### src/rtl/busy_arb_pkg.sv
package busy_arb_pkg;
  typedef enum logic [1:0] {
    OWN_NONE  = 2'd0,
    OWN_LEFT  = 2'd1,
    OWN_RIGHT = 2'd2
  } owner_e;

  localparam int unsigned NUM_PORTS = 2;
endpackage

### src/rtl/busy_arb_track.sv
module busy_arb_track #(
  parameter int unsigned ADDR_W = 14
) (
  input  logic              clk,
  input  logic              rst,
  input  logic              ce,
  input  logic [ADDR_W-1:0] addr,
  output logic              settled
);
  logic              vld_q;
  logic [ADDR_W-1:0] addr_q;

  always_ff @(posedge clk) begin
    if (rst) begin
      vld_q  <= 1'b0;
      addr_q <= '0;
    end else begin
      vld_q  <= ce;
      addr_q <= addr;
    end
  end

  assign settled = ce && vld_q && (addr == addr_q);


  settled_hist_chk: assert property (@(posedge clk) disable iff (rst)
    settled |-> ($past(ce) && $past(addr) == addr && !$past(rst)));
endmodule

### src/rtl/busy_arb_core.sv
module busy_arb_core
  import busy_arb_pkg::*;
#(
  parameter int unsigned ADDR_W   = 14,
  parameter bit          TIE_LEFT = 1'b1
) (
  input  logic              clk,
  input  logic              rst,
  input  logic              l_ce,
  input  logic [ADDR_W-1:0] l_addr,
  input  logic              r_ce,
  input  logic [ADDR_W-1:0] r_addr,
  input  logic              l_settled,
  input  logic              r_settled,
  output owner_e            winner,
  output logic              collide
);
  localparam owner_e TIE_OWNER = TIE_LEFT ? OWN_LEFT : OWN_RIGHT;

  owner_e owner_q;
  owner_e fresh;

  assign collide = l_ce && r_ce && (l_addr == r_addr);

  always_comb begin
    if (l_settled && !r_settled)      fresh = OWN_LEFT;
    else if (r_settled && !l_settled) fresh = OWN_RIGHT;
    else                              fresh = TIE_OWNER;
  end

  always_comb begin
    if (!collide)                 winner = OWN_NONE;
    else if (owner_q != OWN_NONE) winner = owner_q;
    else                          winner = fresh;
  end

  always_ff @(posedge clk) begin
    if (rst) owner_q <= OWN_NONE;
    else     owner_q <= winner;
  end


  owner_hold_chk: assert property (@(posedge clk) disable iff (rst)
    (collide && $past(collide) && !$past(rst)) |-> (winner == $past(winner)));
endmodule

### src/rtl/busy_arb_gate.sv
module busy_arb_gate (
  input  logic clk,
  input  logic rst,
  input  logic master,
  input  logic ce,
  input  logic wr,
  input  logic lose,
  input  logic busy_in_n,
  output logic busy_n,
  output logic wen
);
  logic blocked;

  assign blocked = master ? lose : !busy_in_n;
  assign busy_n  = rst ? 1'b1 : !(master && lose);
  assign wen     = !rst && ce && wr && !blocked;


  master_block_chk: assert property (@(posedge clk) disable iff (rst)
    (master && !busy_n) |-> !wen);

  slave_block_chk: assert property (@(posedge clk) disable iff (rst)
    (!master && !busy_in_n) |-> !wen);

  slave_quiet_chk: assert property (@(posedge clk) disable iff (rst)
    !master |-> busy_n);
endmodule

### src/rtl/busy_arb.sv
module busy_arb
  import busy_arb_pkg::*;
#(
  parameter int unsigned ADDR_W   = 14,
  parameter bit          TIE_LEFT = 1'b1
) (
  input  logic              clk,
  input  logic              rst,
  input  logic              mode_master,
  input  logic              lf_ce,
  input  logic [ADDR_W-1:0] lf_addr,
  input  logic              lf_wr,
  input  logic              lf_busy_in_n,
  input  logic              rt_ce,
  input  logic [ADDR_W-1:0] rt_addr,
  input  logic              rt_wr,
  input  logic              rt_busy_in_n,
  output logic              lf_busy_n,
  output logic              rt_busy_n,
  output logic              lf_wen,
  output logic              rt_wen
);
  logic [NUM_PORTS-1:0] ce_v, wr_v, bin_v, settled_v, lose_v, busy_v, wen_v;
  logic [ADDR_W-1:0]    addr_v [NUM_PORTS];
  owner_e               winner;
  logic                 collide;

  assign ce_v     = {rt_ce, lf_ce};
  assign wr_v     = {rt_wr, lf_wr};
  assign bin_v    = {rt_busy_in_n, lf_busy_in_n};
  assign addr_v[0] = lf_addr;
  assign addr_v[1] = rt_addr;
  assign lose_v[0] = (winner == OWN_RIGHT);
  assign lose_v[1] = (winner == OWN_LEFT);

  for (genvar gi = 0; gi < NUM_PORTS; gi++) begin : g_port
    busy_arb_track #(.ADDR_W(ADDR_W)) u_track (
      .clk     (clk),
      .rst     (rst),
      .ce      (ce_v[gi]),
      .addr    (addr_v[gi]),
      .settled (settled_v[gi])
    );

    busy_arb_gate u_gate (
      .clk       (clk),
      .rst       (rst),
      .master    (mode_master),
      .ce        (ce_v[gi]),
      .wr        (wr_v[gi]),
      .lose      (lose_v[gi]),
      .busy_in_n (bin_v[gi]),
      .busy_n    (busy_v[gi]),
      .wen       (wen_v[gi])
    );
  end

  busy_arb_core #(.ADDR_W(ADDR_W), .TIE_LEFT(TIE_LEFT)) u_core (
    .clk       (clk),
    .rst       (rst),
    .l_ce      (lf_ce),
    .l_addr    (lf_addr),
    .r_ce      (rt_ce),
    .r_addr    (rt_addr),
    .l_settled (settled_v[0]),
    .r_settled (settled_v[1]),
    .winner    (winner),
    .collide   (collide)
  );

  assign lf_busy_n = busy_v[0];
  assign rt_busy_n = busy_v[1];
  assign lf_wen    = wen_v[0];
  assign rt_wen    = wen_v[1];


  busy_excl_chk: assert property (@(posedge clk) disable iff (rst)
    !(!lf_busy_n && !rt_busy_n));

  busy_cause_chk: assert property (@(posedge clk) disable iff (rst)
    (!lf_busy_n || !rt_busy_n) |->
      (mode_master && lf_ce && rt_ce && lf_addr == rt_addr));

  one_busy_chk: assert property (@(posedge clk) disable iff (rst)
    (mode_master && lf_ce && rt_ce && lf_addr == rt_addr) |->
      (lf_busy_n != rt_busy_n));

  release_chk: assert property (@(posedge clk) disable iff (rst)
    !collide |-> (lf_busy_n && rt_busy_n));
endmodule

### config.mk
export PLATFORM = sky130hd
export DESIGN_NAME = busy_arb
export DESIGN_NICKNAME = d
export VERILOG_FILES = /design/src/rtl/busy_arb_pkg.sv /design/src/rtl/busy_arb_track.sv /design/src/rtl/busy_arb_core.sv /design/src/rtl/busy_arb_gate.sv /design/src/rtl/busy_arb.sv
export SDC_FILE = /design/constraint.sdc
export NUM_CORES = 1
export LEC_CHECK = 0
export BUFFER_PORTS_ARGS = -buffer_cell sky130_fd_sc_hd__buf_2
export CORE_ASPECT_RATIO = 1.2
export CORE_MARGIN = 1
export CORE_UTILIZATION = 30
export DETAILED_ROUTE_END_ITERATION = 12
export HOLD_SLACK_MARGIN = 0.15
export PLACE_DENSITY = 0.55
export SLEW_MARGIN = 20
export SYNTH_ARGS = -nofsm -noshare
export SYNTH_HDL_FRONTEND = slang
export SYNTH_HIERARCHICAL = 1
export SYNTH_SLANG_ARGS = --single-unit
### constraint.sdc
create_clock -name clk -period 6.25 [get_ports clk]
set_input_delay 0.625 -clock clk [delete_from_list [all_inputs] [get_ports clk]]
set_output_delay 0.625 -clock clk [all_outputs]
set_load 0.02 [all_outputs]
==> results of run 1 <==
## cell usage in the layout (no fill, tap or decap), drive strengths merged, types with 3 or more instances in the layout
cell / count
xnor2: 22
nand2b: 4
nand2: 5
nor2: 3
dfxtp: 32
clkbuf: 7
nor4: 5
xor2: 20
nor2b: 31
nand4: 5
nor3: 3
buf: 40
## worst max-delay path: cells and delay by family
family	cells	cell delay, ns
and+or+nand+nor	6	1.45
buffers and inverters	2	0.31
AOI/OAI and AO/OA	2	0.28
xor gates and xnor gates	1	0.15
## state kept, by name, summed over array words and instances, names as in the netlist
register               cells
g_port.u_track/vld_q       2
u_core/owner_q             2
g_port.u_track/addr_q     28
## per-stage QoR
step                hold slack, ns  setup slack, ns  utilization [%]  area [um2]  power [mW]
detailed placement           0.538             2.84             37.1        1720       0.284
floorplan                    0.498             3.08                -        1450       0.256
global route                 0.570             2.58             39.2        1810       0.471
CTS                          0.550             2.83             39.2        1810       0.455
global placement             0.547             2.85             37.1        1720       0.283
finish                       0.546             2.82             39.2        1810       0.446
## metal layers
metal	part of all wire, %	vias to the layer above
li1	-	558
met1	45	478
met2	49	28
met3	4.3	5
met4	1.3	0
met5	0	-
## final cells by class
type                       instances  area share, %
inverter                           2          0.414
clock buffer                       7           5.31
timing repair buffer              40           11.0
tap                               58           4.00
sequential                        32           35.3
multi-input combinational        109           43.9
## path summary, 6_finish.rpt
kind,cells past startpoint,slack [ns],endpoint,from
worst max-delay path,11,2.82,rt_wen,rt_addr[0]
worst min-delay path,2,0.55,u_core/owner_q[0]$_SDFF_PP0_,u_core/owner_q[0]$_SDFF_PP0_
worst max register to register,6,4.47,u_core/owner_q[0]$_SDFF_PP0_,g_port[1].u_track/addr_q[8]$_SDFF_PP0_
worst min register to register,2,0.55,u_core/owner_q[0]$_SDFF_PP0_,u_core/owner_q[0]$_SDFF_PP0_
## where the power goes
| group | internal (mW) | switching (mW) | total, mW |
|---|---|---|---|
| Combinational | 0.0305 | 0.0291 | 0.0596 |
| Sequential | 0.214 | 0.00401 | 0.218 |
| Clock | 0.0979 | 0.0698 | 0.168 |
==> metrics.md, run 1 <==
| Metric | Value |
|---|---|
| Slew HR | between 50% and 60% |
| CP endpoint kind | output pin |
| Die Wd | 65.5 um |
| First-pass GRT wire length | roughly 4800 um |
| Longest Clk Path Bufs | 2 |
| Diode count | 0 |
| Post-cts sizing count | 0 |
| Post-route ant nets | 0 |
| CTS tree | done |
| VDD IR max | around 0.11 mV |
| Top Ports | 41 |
| WL per Instance | between 10 and 15 um |
| Row cnt | 27 |
| Final setup vio count | 0 |
| Placed cell count | about 240 |
| Area of the multi-input gates | 797 um2 |
| Hold_buf cts | 0 |
| Met1 usage | 14.8% |
| Post-DP HPWL | around 2200 um |
| Pwr per Cell Area | 246 nW/um2 |
| Setup TNS | 0 ns |
| Vias | around 1100 |
| Syn Area/Cell | 10.0 um2 |
| Clock sink total | 32 |
| GR Util met3 | 3.92% |
| Slowest stage cell, crit path | or4_1 |
| Initial Util | a little under a third |
| Reg area | approximately 640 um2 |
| Largest net degree at the start of global routing | 37 |
| First-pass DRT Iterations | 4 |
| Ys Warns | 6 |
| Chip Height | roughly 80 um |
| Endpoints failing hold | 0 |
| Routed WL | between 2000 and 3000 um |
| CP startpoint kind | input pin |
| Final Max Tran Viols | 0 |
| Final nets | between 200 and 250 |
| Fin crit share | between 50% and 60% |
| TritonCTS Buffers | 5 |
| Setup bufs post-CTS | 0 |
| RSZ-0062 raised after global routing | false |
| Netlist Area Pre-Place | around 1500 um2 |
| Fill count | 491 |
| Critical path class | in -> out |
| Initial antenna violation count | 0 |
| Post-Syn Instances | approximately 150 |
| Fin Clk Skew | roughly 0.0033 ns |
| GPL Wtd Cong | between 0.6 and 0.7 |
| Post-route insts no fill | between 200 and 250 |
| GRT Max-Usage Layer | met2 |
| CP max FO | 3 |
| Share of layout cells above drive strength 1 | approximately 28% |
| Worst EP arrival | approximately 2.8 ns |
| DRT iter0 DRCs | 24 |
| Static Leak | between 0.7 and 0.8 nW |
| Max Fclk | about 0.29 GHz |
| CP Data Required Time | 5.62 ns |
| Max H-tree Level | 2 |
| Area Overhead vs Synth | 24.9% |
| Final period demand of the worst path | 3.43 ns |
| CP peak stage delay | around 0.55 ns |
| # port buffers | 40 |
| Vias per cell | between 4 and 5 |
| Root buf cell | clkbuf_8 |
| Core area | between 4000 and 5000 um2 |
| Grt ovf | 0 |
| Type of the most critical hold path | reg -> reg |
| Worst-Skew Late Latency | around 0.28 ns |
| GRT Total Usage | roughly an eighth |
| Synth Net Count | 182 |
| Crit-path cells | buf_2 -> xor2_1 -> or4_1 -> nor4_2 -> a21oi_1 -> nor2_1 -> nor2_1 -> and2b_2 -> nand2b_1 -> a211oi_2 -> buf_2 |
| Outcome | finished clean |
| Reg clk slew, reported paths | 0.06 ns |
| DR DRC count | 0 |
| Grt met2 use | 20.8% |
| DIE AREA | ~5100 um2 |
| Worst-margin pin slew | 0.666 ns |
| Vias in the first global route | ~1100 |
| Max-Cap Viols | 0 |
Power figures use the tool's default switching activity.
==> run 2, diff against run 1 <==
Settings changed: ABC_AREA set to 1.
Clock period 6.25 ns to 2.9 ns, I/O delays scaled along.
==> run 2 against run 1 <==
Against the previous run:
- sequential power rose by 120%
- critical path depth increased by 7
- sequential cell count is the same
- combinational power grew to 2.6 times the previous value
- total power is 110% higher
- worst setup slack got worse by 2.2 ns
- utilization shrank 1.5 points
==> metrics.md, run 2 <==
| Metric | Value |
|---|---|
| Outcome | finished clean (unchanged) |
| RSZ-0062 raised after global routing | false (unchanged) |
| Syn Area/Cell | 5.66 um2 (was 10.0 um2) |
| Met2 Wirelength | 1770 um (was 1380 um) |
| Endpoints failing hold | 0 (unchanged) |
| Post-cts sizing count | 0 (unchanged) |
| VDD IR max | 0.232 mV (was 0.108 mV) |
| Critical path startpoint | g_port[1].u_track/addr_q[7]$_SDFF_PP0_ (was rt_addr[0]) |
| R2r startpoint | g_port[1].u_track/addr_q[7]$_SDFF_PP0_ (was g_port[1].u_track/addr_q[8]$_SDFF_PP0_) |
| GPL Wtd Cong | 0.778 (was 0.633) |
| Reg clk slew, reported paths | 0.06 ns (about the same) |
| Ys Warns | 6 (unchanged) |
| Chip Height | 86.6 um (was 78.2 um) |
| Met3 wire length | 124 um (was 121 um) |
| Max-Cap Viols | 0 (unchanged) |
| Final period demand of the worst path | approximately 2.3 ns |
| DIE AREA | 6280 um2 (was 5130 um2) |
| TritonCTS Buffers | 5 (unchanged) |
| Post-DP HPWL | 2990 um (was 2170 um) |
| Final nets | 398 (was 227) |
| Setup TNS | 0 ns (unchanged) |
| Synth Net Count | 353 (was 182) |
| Vias in the first global route | 1445 (was 1052) |
| Largest register FFs | 28 (unchanged) |
| Worst-margin pin slew | 0.630 ns (was 0.666 ns) |
| CTS tree | done (unchanged) |
| First-pass GRT wire length | 6440 um (was 4760 um) |
| Top Ports | 41 (unchanged) |
| Fin Clk Skew | 0.00163 ns (was 0.00329 ns) |
| Slew HR | 58.0% (was 55.6%) |
| Grt ovf | 0 (unchanged) |
| Met1 Wirelength | 1800 um (was 1280 um) |
| Fill count | 687 (was 491) |
| Share of layout cells above drive strength 1 | 14.2% (was 28.4%) |
| Vias | 1700 (was 1069) |
| Area of the multi-input gates | 805 um2 (was 797 um2) |
| Commonest non-fill, non-tap cell in the layout | nand2_1 (was buf_2) |
| Initial antenna violation count | 0 (unchanged) |
| Pwr per Cell Area | 433 nW/um2 (was 246 nW/um2) |
| Die Wd | 72.5 um (was 65.5 um) |
| Critical path class | reg -> out (was in -> out) |
| Longest Clk Path Bufs | 2 (unchanged) |
| Fin crit share | 79.9% |
| Routed WL | 3750 um (was 2820 um) |
| DR DRC count | 0 (unchanged) |
| Final Max Tran Viols | 0 (unchanged) |
| Type of the most critical hold path | in -> reg (was reg -> reg) |
| WL per Instance | 8.54 um (was 11.4 um) |
| Core area | 5710 um2 (was 4630 um2) |
| Max H-tree Level | 2 (unchanged) |
| Netlist Area Pre-Place | 1790 um2 (was 1450 um2) |
| CP Data Required Time | 2.61 ns (was 5.62 ns) |
| Largest net degree at the start of global routing | 35 (was 37) |
| Most frequent cells in the layout | nand2_1 (106), inv_1 (84), nor2_1 (59) (was buf_2 (40), dfxtp_1 (32), nor2b_1 (31)) |
| Final setup vio count | 0 (unchanged) |
| Register bank with the most flops | g_port.u_track/addr_q (unchanged) |
| DRT iter0 DRCs | 86 (was 24) |
| CP max FO | 2 (was 3) |
| Worst EP arrival | 2.03 ns (was 2.81 ns) |
| CP endpoint kind | output pin (unchanged) |
| CP startpoint kind | flip-flop (was input pin) |
| Top sig layer | met4 (unchanged) |
| Row cnt | 30 (was 27) |
| Worst-Skew Late Latency | 0.28 ns (about the same) |
| Setup bufs post-CTS | 0 (unchanged) |
| Reg area | 641 um2 (unchanged) |
| Diode count | 0 (unchanged) |
| Initial Util | 31.4% (about the same) |
| Hold Path Origin | rt_ce (was u_core/owner_q[0]$_SDFF_PP0_) |
| Max Fclk | between 0.4 and 0.5 GHz |
| Clock sink total | 32 (unchanged) |
| # port buffers | 40 (unchanged) |
| GRT Total Usage | 13.6% (was 12.5%) |
| Area Overhead vs Synth | 20.1% (was 24.9%) |
| Hold_buf cts | 0 (unchanged) |
| Root buf cell | clkbuf_8 (unchanged) |
| Static Leak | 1.29 nW (was 0.721 nW) |
| Top Registers | g_port.u_track/addr_q (28), g_port.u_track/vld_q (2), u_core/owner_q (2) (unchanged) |
| Post-route ant nets | 0 (unchanged) |
| Post-Syn Instances | 316 (was 145) |
| Final Power | 0.931 mW (was 0.446 mW) |
| Vias per cell | 3.87 (was 4.31) |
| First-pass DRT Iterations | 4 (unchanged) |
## run 2: cell count changes in the layout (fill, tap and decap cells not counted), sizes merged, moves of 13 or more
cell / previous run / this run
nand2: 5 / 107
inv: 2 / 87
nor2: 3 / 61
nor2b: 31 / 0
xor2: 20 / 2
xnor2: 22 / 9
## run 2: cell type report
| cell class | count | area share (%) |
|---|---|---|
| Timing Repair Buffer | 40 | 9.32 |
| Clock buffer | 5 | 3.20 |
| Inverter | 89 | 15.6 |
| Multi-Input combinational cell | 193 | 37.4 |
| Sequential cell | 32 | 29.8 |
| Tap cell | 80 | 4.66 |
## run 2: worst max-delay path: stages (launching register included)
cell and delay (ns):
dfxtp_1 0.32, inv_1 0.04, nand2_1 0.08, nand2_1 0.06, inv_1 0.04, nand2_1 0.04
nor2_1 0.13, nand2_1 0.07, nor2_1 0.10, nand2_1 0.07, o21ai_0 0.13, nand3_1 0.11
inv_1 0.08, inv_1 0.04, nor2_1 0.12, nand2_1 0.07, o21ai_1 0.06, nor2_1 0.04
buf_2 0.15
## run 2: worst paths after layout
check	endpoint	cells after the start	slack, ns
worst max-delay path	lf_wen	18	0.58
worst min-delay path	g_port[1].u_track/vld_q$_SDFF_PP0_	3	0.25
worst max register to register	u_core/owner_q[0]$_SDFF_PP0_	13	1.51
worst min register to register	u_core/owner_q[1]$_SDFF_PP0_	3	0.57
## run 2: per-layer routing
metal | track usage (%) | vias to the layer above
li1 | - | 959
met1 | 17.3 | 710
met2 | 21.8 | 23
met3 | 3.49 | 8
met4 | 5.88 | 0
met5 | 0 | -
## run 2: per-stage QoR
stage / cells / cell area [um2] / setup WS, ns / hold WS [ns] / utilization (%)
5_1_grt: 439 / 2150 / 0.254 / 0.248 / 37.7
6_report: 439 / 2150 / 0.581 / 0.250 / 37.7
4_1_cts: 439 / 2150 / 0.521 / 0.242 / 37.7
2_1_floorplan: 316 / 1790 / 1.07 / 0.361 / -
3_3_place_gp: 434 / 2080 / 0.738 / 0.542 / 36.4
3_5_place_dp: 434 / 2080 / 0.730 / 0.542 / 36.4
## run 2: power breakdown
part | internal [mW] | total, mW | switching (mW)
clock | 0.154 | 0.303 | 0.149
combinational | 0.0641 | 0.156 | 0.0920
sequential | 0.462 | 0.472 | 0.00936
==> run 3, diff against run 2 <==
Clock period 2.9 ns to 2.1 ns, I/O delays scaled along.
==> run 3 against run 2 <==
Against the previous run:
- the run now ends with negative setup slack left
- clock power is 62% higher
- worst setup slack worse by 0.71 ns
- die area unchanged
- sequential cell count unchanged
- largest cell class unchanged
==> metrics.md, run 3 (synthesis gave the netlist of run 2 again) <==
| Metric | Value |
|---|---|
| Outcome | finished, violations left (was finished clean) |
| Failing checks | negative setup slack |
| Longest Clk Path Bufs | 2 (unchanged) |
| Core area | 5710 um2 (unchanged) |
| Slew HR | 76.4% (was 58.0%) |
| CP peak stage delay | 0.33 ns (was 0.32 ns) |
| First-pass GRT wire length | 6980 um (was 6440 um) |
| Top Registers | g_port.u_track/addr_q (28), g_port.u_track/vld_q (2), u_core/owner_q (2) (unchanged) |
| Worst-Skew Late Latency | 0.28 ns (about the same) |
| Routed WL | 4030 um (was 3750 um) |
| Setup TNS | -0.238 ns (was 0 ns) |
| Critical path class | reg -> out (unchanged) |
| Max Fclk | around 0.45 GHz |
| Max H-tree Level | 2 (unchanged) |
| Final nets | 401 (was 398) |
| DP Area | 2090 um2 (was 2080 um2) |
| Final Power | 1.37 mW (was 0.931 mW) |
| Most common cell on crit path | nand2_1 (unchanged) |
| CP max FO | 2 (unchanged) |
| DRT iter0 DRCs | 82 (was 86) |
| Post-DP HPWL | 3140 um (was 2990 um) |
| Fill count | 670 (was 687) |
| Commonest non-fill, non-tap cell in the layout | nand2_1 (unchanged) |
| Worst EP arrival | 2.02 ns (was 2.03 ns) |
| Share of layout cells above drive strength 1 | 22.7% (was 14.2%) |
| Vias per cell | 3.89 (was 3.87) |
| Die Wd | 72.5 um (unchanged) |
| Crit-path cells | inv_1 -> nand2_1 -> nand2_1 -> inv_1 -> nand2_1 -> nor2_1 -> nand2_1 -> nor2_1 -> inv_1 -> nand2_2 -> a21oi_2 -> inv_1 -> nand3_2 -> inv_2 -> inv_2 -> nor2_4 -> nand2_1 -> o21ai_1 -> nor2_1 -> buf_4 (was inv_1 -> nand2_1 -> nand2_1 -> inv_1 -> nand2_1 -> nor2_1 -> nand2_1 -> nor2_1 -> nand2_1 -> o21ai_0 -> nand3_1 -> inv_1 -> inv_1 -> nor2_1 -> nand2_1 -> o21ai_1 -> nor2_1 -> buf_2) |
| Initial antenna violation count | 0 (unchanged) |
| Row cnt | 30 (unchanged) |
| Most frequent cells in the layout | nand2_1 (103), inv_1 (78), nor2_1 (54) (was nand2_1 (106), inv_1 (84), nor2_1 (59)) |
| WL per Instance | 9.05 um (was 8.54 um) |
| First-pass DRT Iterations | 4 (unchanged) |
| Max-Cap Viols | 0 (unchanged) |
| Area Overhead vs Synth | 26.9% (was 20.1%) |
| Post-route cell area | 2270 um2 (was 2150 um2) |
| Final Max Tran Viols | 0 (unchanged) |
| Top Ports | 41 (unchanged) |
| Hold Path Origin | rt_addr[3] (was rt_ce) |
| CP top delay family | simple AND/OR/NAND/NOR gates (unchanged) |
| Type of the most critical hold path | in -> reg (unchanged) |
| TritonCTS Buffers | 5 (unchanged) |
| Initial Util | 31.4% (unchanged) |
| Final setup vio count | 3 (was 0) |
| CP endpoint kind | output pin (unchanged) |
| Endpoints failing hold | 0 (unchanged) |
| Root buf cell | clkbuf_8 (unchanged) |
| Static Leak | 1.32 nW (was 1.29 nW) |
| Chip Height | 86.6 um (unchanged) |
| Vias in the first global route | 1657 (was 1445) |
| Fin crit share | 106% |
| Largest register FFs | 28 (unchanged) |
| Post-route ant nets | 0 (unchanged) |
| Final period demand of the worst path | 2.23 ns |
| Grt ovf | 0 (unchanged) |
| Utilization after layout | 39.8% (was 37.7%) |
| RSZ-0062 raised after global routing | true (was false) |
| Pwr per Cell Area | 602 nW/um2 (was 433 nW/um2) |
| Clock sink total | 32 (unchanged) |
| Largest net degree at the start of global routing | 19 (was 35) |
| CP startpoint kind | flip-flop (unchanged) |
| Hold Path Depth | 3 (unchanged) |
| GPL Wtd Cong | 0.799 (was 0.778) |
| DR DRC count | 0 (unchanged) |
| Vias | 1731 (was 1700) |
| Placed cell count | 435 (was 434) |
| R2r startpoint | g_port[1].u_track/addr_q[11]$_SDFF_PP0_ (was g_port[1].u_track/addr_q[7]$_SDFF_PP0_) |
| Reg clk slew, reported paths | 0.07 ns (was 0.06 ns) |
| VDD IR max | 0.210 mV (was 0.232 mV) |
| Fin Clk Skew | 0.00508 ns (was 0.00163 ns) |
| Hold EP | g_port[1].u_track/addr_q[3]$_SDFF_PP0_ (was g_port[1].u_track/vld_q$_SDFF_PP0_) |
| RR Endpoint | u_core/owner_q[0]$_SDFF_PP0_ (unchanged) |
| CTS tree | done (unchanged) |
| Setup ws final | -0.126 ns (was 0.581 ns) |
| GRT Total Usage | 14.6% (was 13.6%) |
| DIE AREA | 6280 um2 (unchanged) |
| Post-route insts no fill | 445 (was 439) |
| CP Data Required Time | 1.89 ns (was 2.61 ns) |
| Diode count | 0 (unchanged) |
| # port buffers | 40 (unchanged) |
| Worst R2R Setup Slack | 0.65 ns (was 1.51 ns) |
| Worst-margin pin slew | 0.354 ns (was 0.630 ns) |
| Slowest stage cell, crit path | dfxtp_2 (was dfxtp_1) |
| Register bank with the most flops | g_port.u_track/addr_q (unchanged) |
| Buf/Inv on CP | 7 (was 5) |
| R2R cell count | 14 (was 13) |
[run 3: cell count changes in the layout (fill, tap and decap cells not counted), moves of 3 or more]
cell,before,now
inv_1,84,78
nor2_1,59,54
dfxtp_1,32,24
nand2_1,106,103
buf_2,40,36
inv_2,3,9
buf_4,0,5
dfxtp_2,0,8
nor2_2,2,5
nand2_2,1,4
[run 3: power by group]
group	switching [mW]	internal, mW
combinational	0.132	0.0917
sequential	0.0136	0.639
clock	0.229	0.261
total	0.374	0.992
[run 3: cell type report]
| type | instances | area, um2 | share of cell area [%] |
|---|---|---|---|
| Clock buffer | 6 | 82.6 | 3.64 |
| Inverter | 89 | 334 | 14.7 |
| Timing Repair Buffer | 43 | 240 | 10.6 |
| Clock inverter | 2 | 10.0 | 0.441 |
| Multi-Input combinational cell | 193 | 852 | 37.5 |
| Sequential cell | 32 | 651 | 28.7 |
| Tap cell | 80 | 100 | 4.41 |
[run 3: repair_timing]
| action | 4_1_cts | 5_1_grt |
|---|---|---|
| setup endpoints to repair | 4 | 4 |
| hold buffers | 0 | 0 |
| gates resized for setup | 13 | 22 |
| buffers inserted | 1 | 1 |
| pin swaps | 8 | 16 |
[run 3: tightest hold or removal path: stages]
cell and delay [ns]:
buf_2 0.12, inv_1 0.05, nor2_1 0.03
[run 3: worst max path at each step]
stage	from	to	slack (ns)	cells past startpoint
2_1_floorplan	g_port[1].u_track/addr_q[0]$_SDFF_PP0_	rt_wen	0.37	18
3_3_place_gp	rt_addr[1]	lf_wen	0.11	18
3_5_place_dp	rt_addr[1]	lf_wen	0.11	18
4_1_cts	g_port[1].u_track/addr_q[7]$_SDFF_PP0_	lf_wen	-0.13	18
5_1_grt	g_port[0].u_track/addr_q[2]$_SDFF_PP0_	rt_wen	-0.37	20
6_report	g_port[0].u_track/addr_q[11]$_SDFF_PP0_	rt_wen	-0.13	20
[run 3: per-stage QoR]
stage	setup WS (ns)	hold slack (ns)
floorplan	0.374	0.281
global placement	0.108	0.461
detailed placement	0.111	0.463
CTS	-0.135	0.153
global route	-0.368	0.157
finish	-0.126	0.169
[run 3: routing by layer]
layer	vias up	GRT usage (%)	share of wire [%]
met5	-	0	0
met4	0	4.81	1.0
met3	5	3.95	4.2
met2	26	24.6	48
met1	730	17.8	46
li1	970	-	-
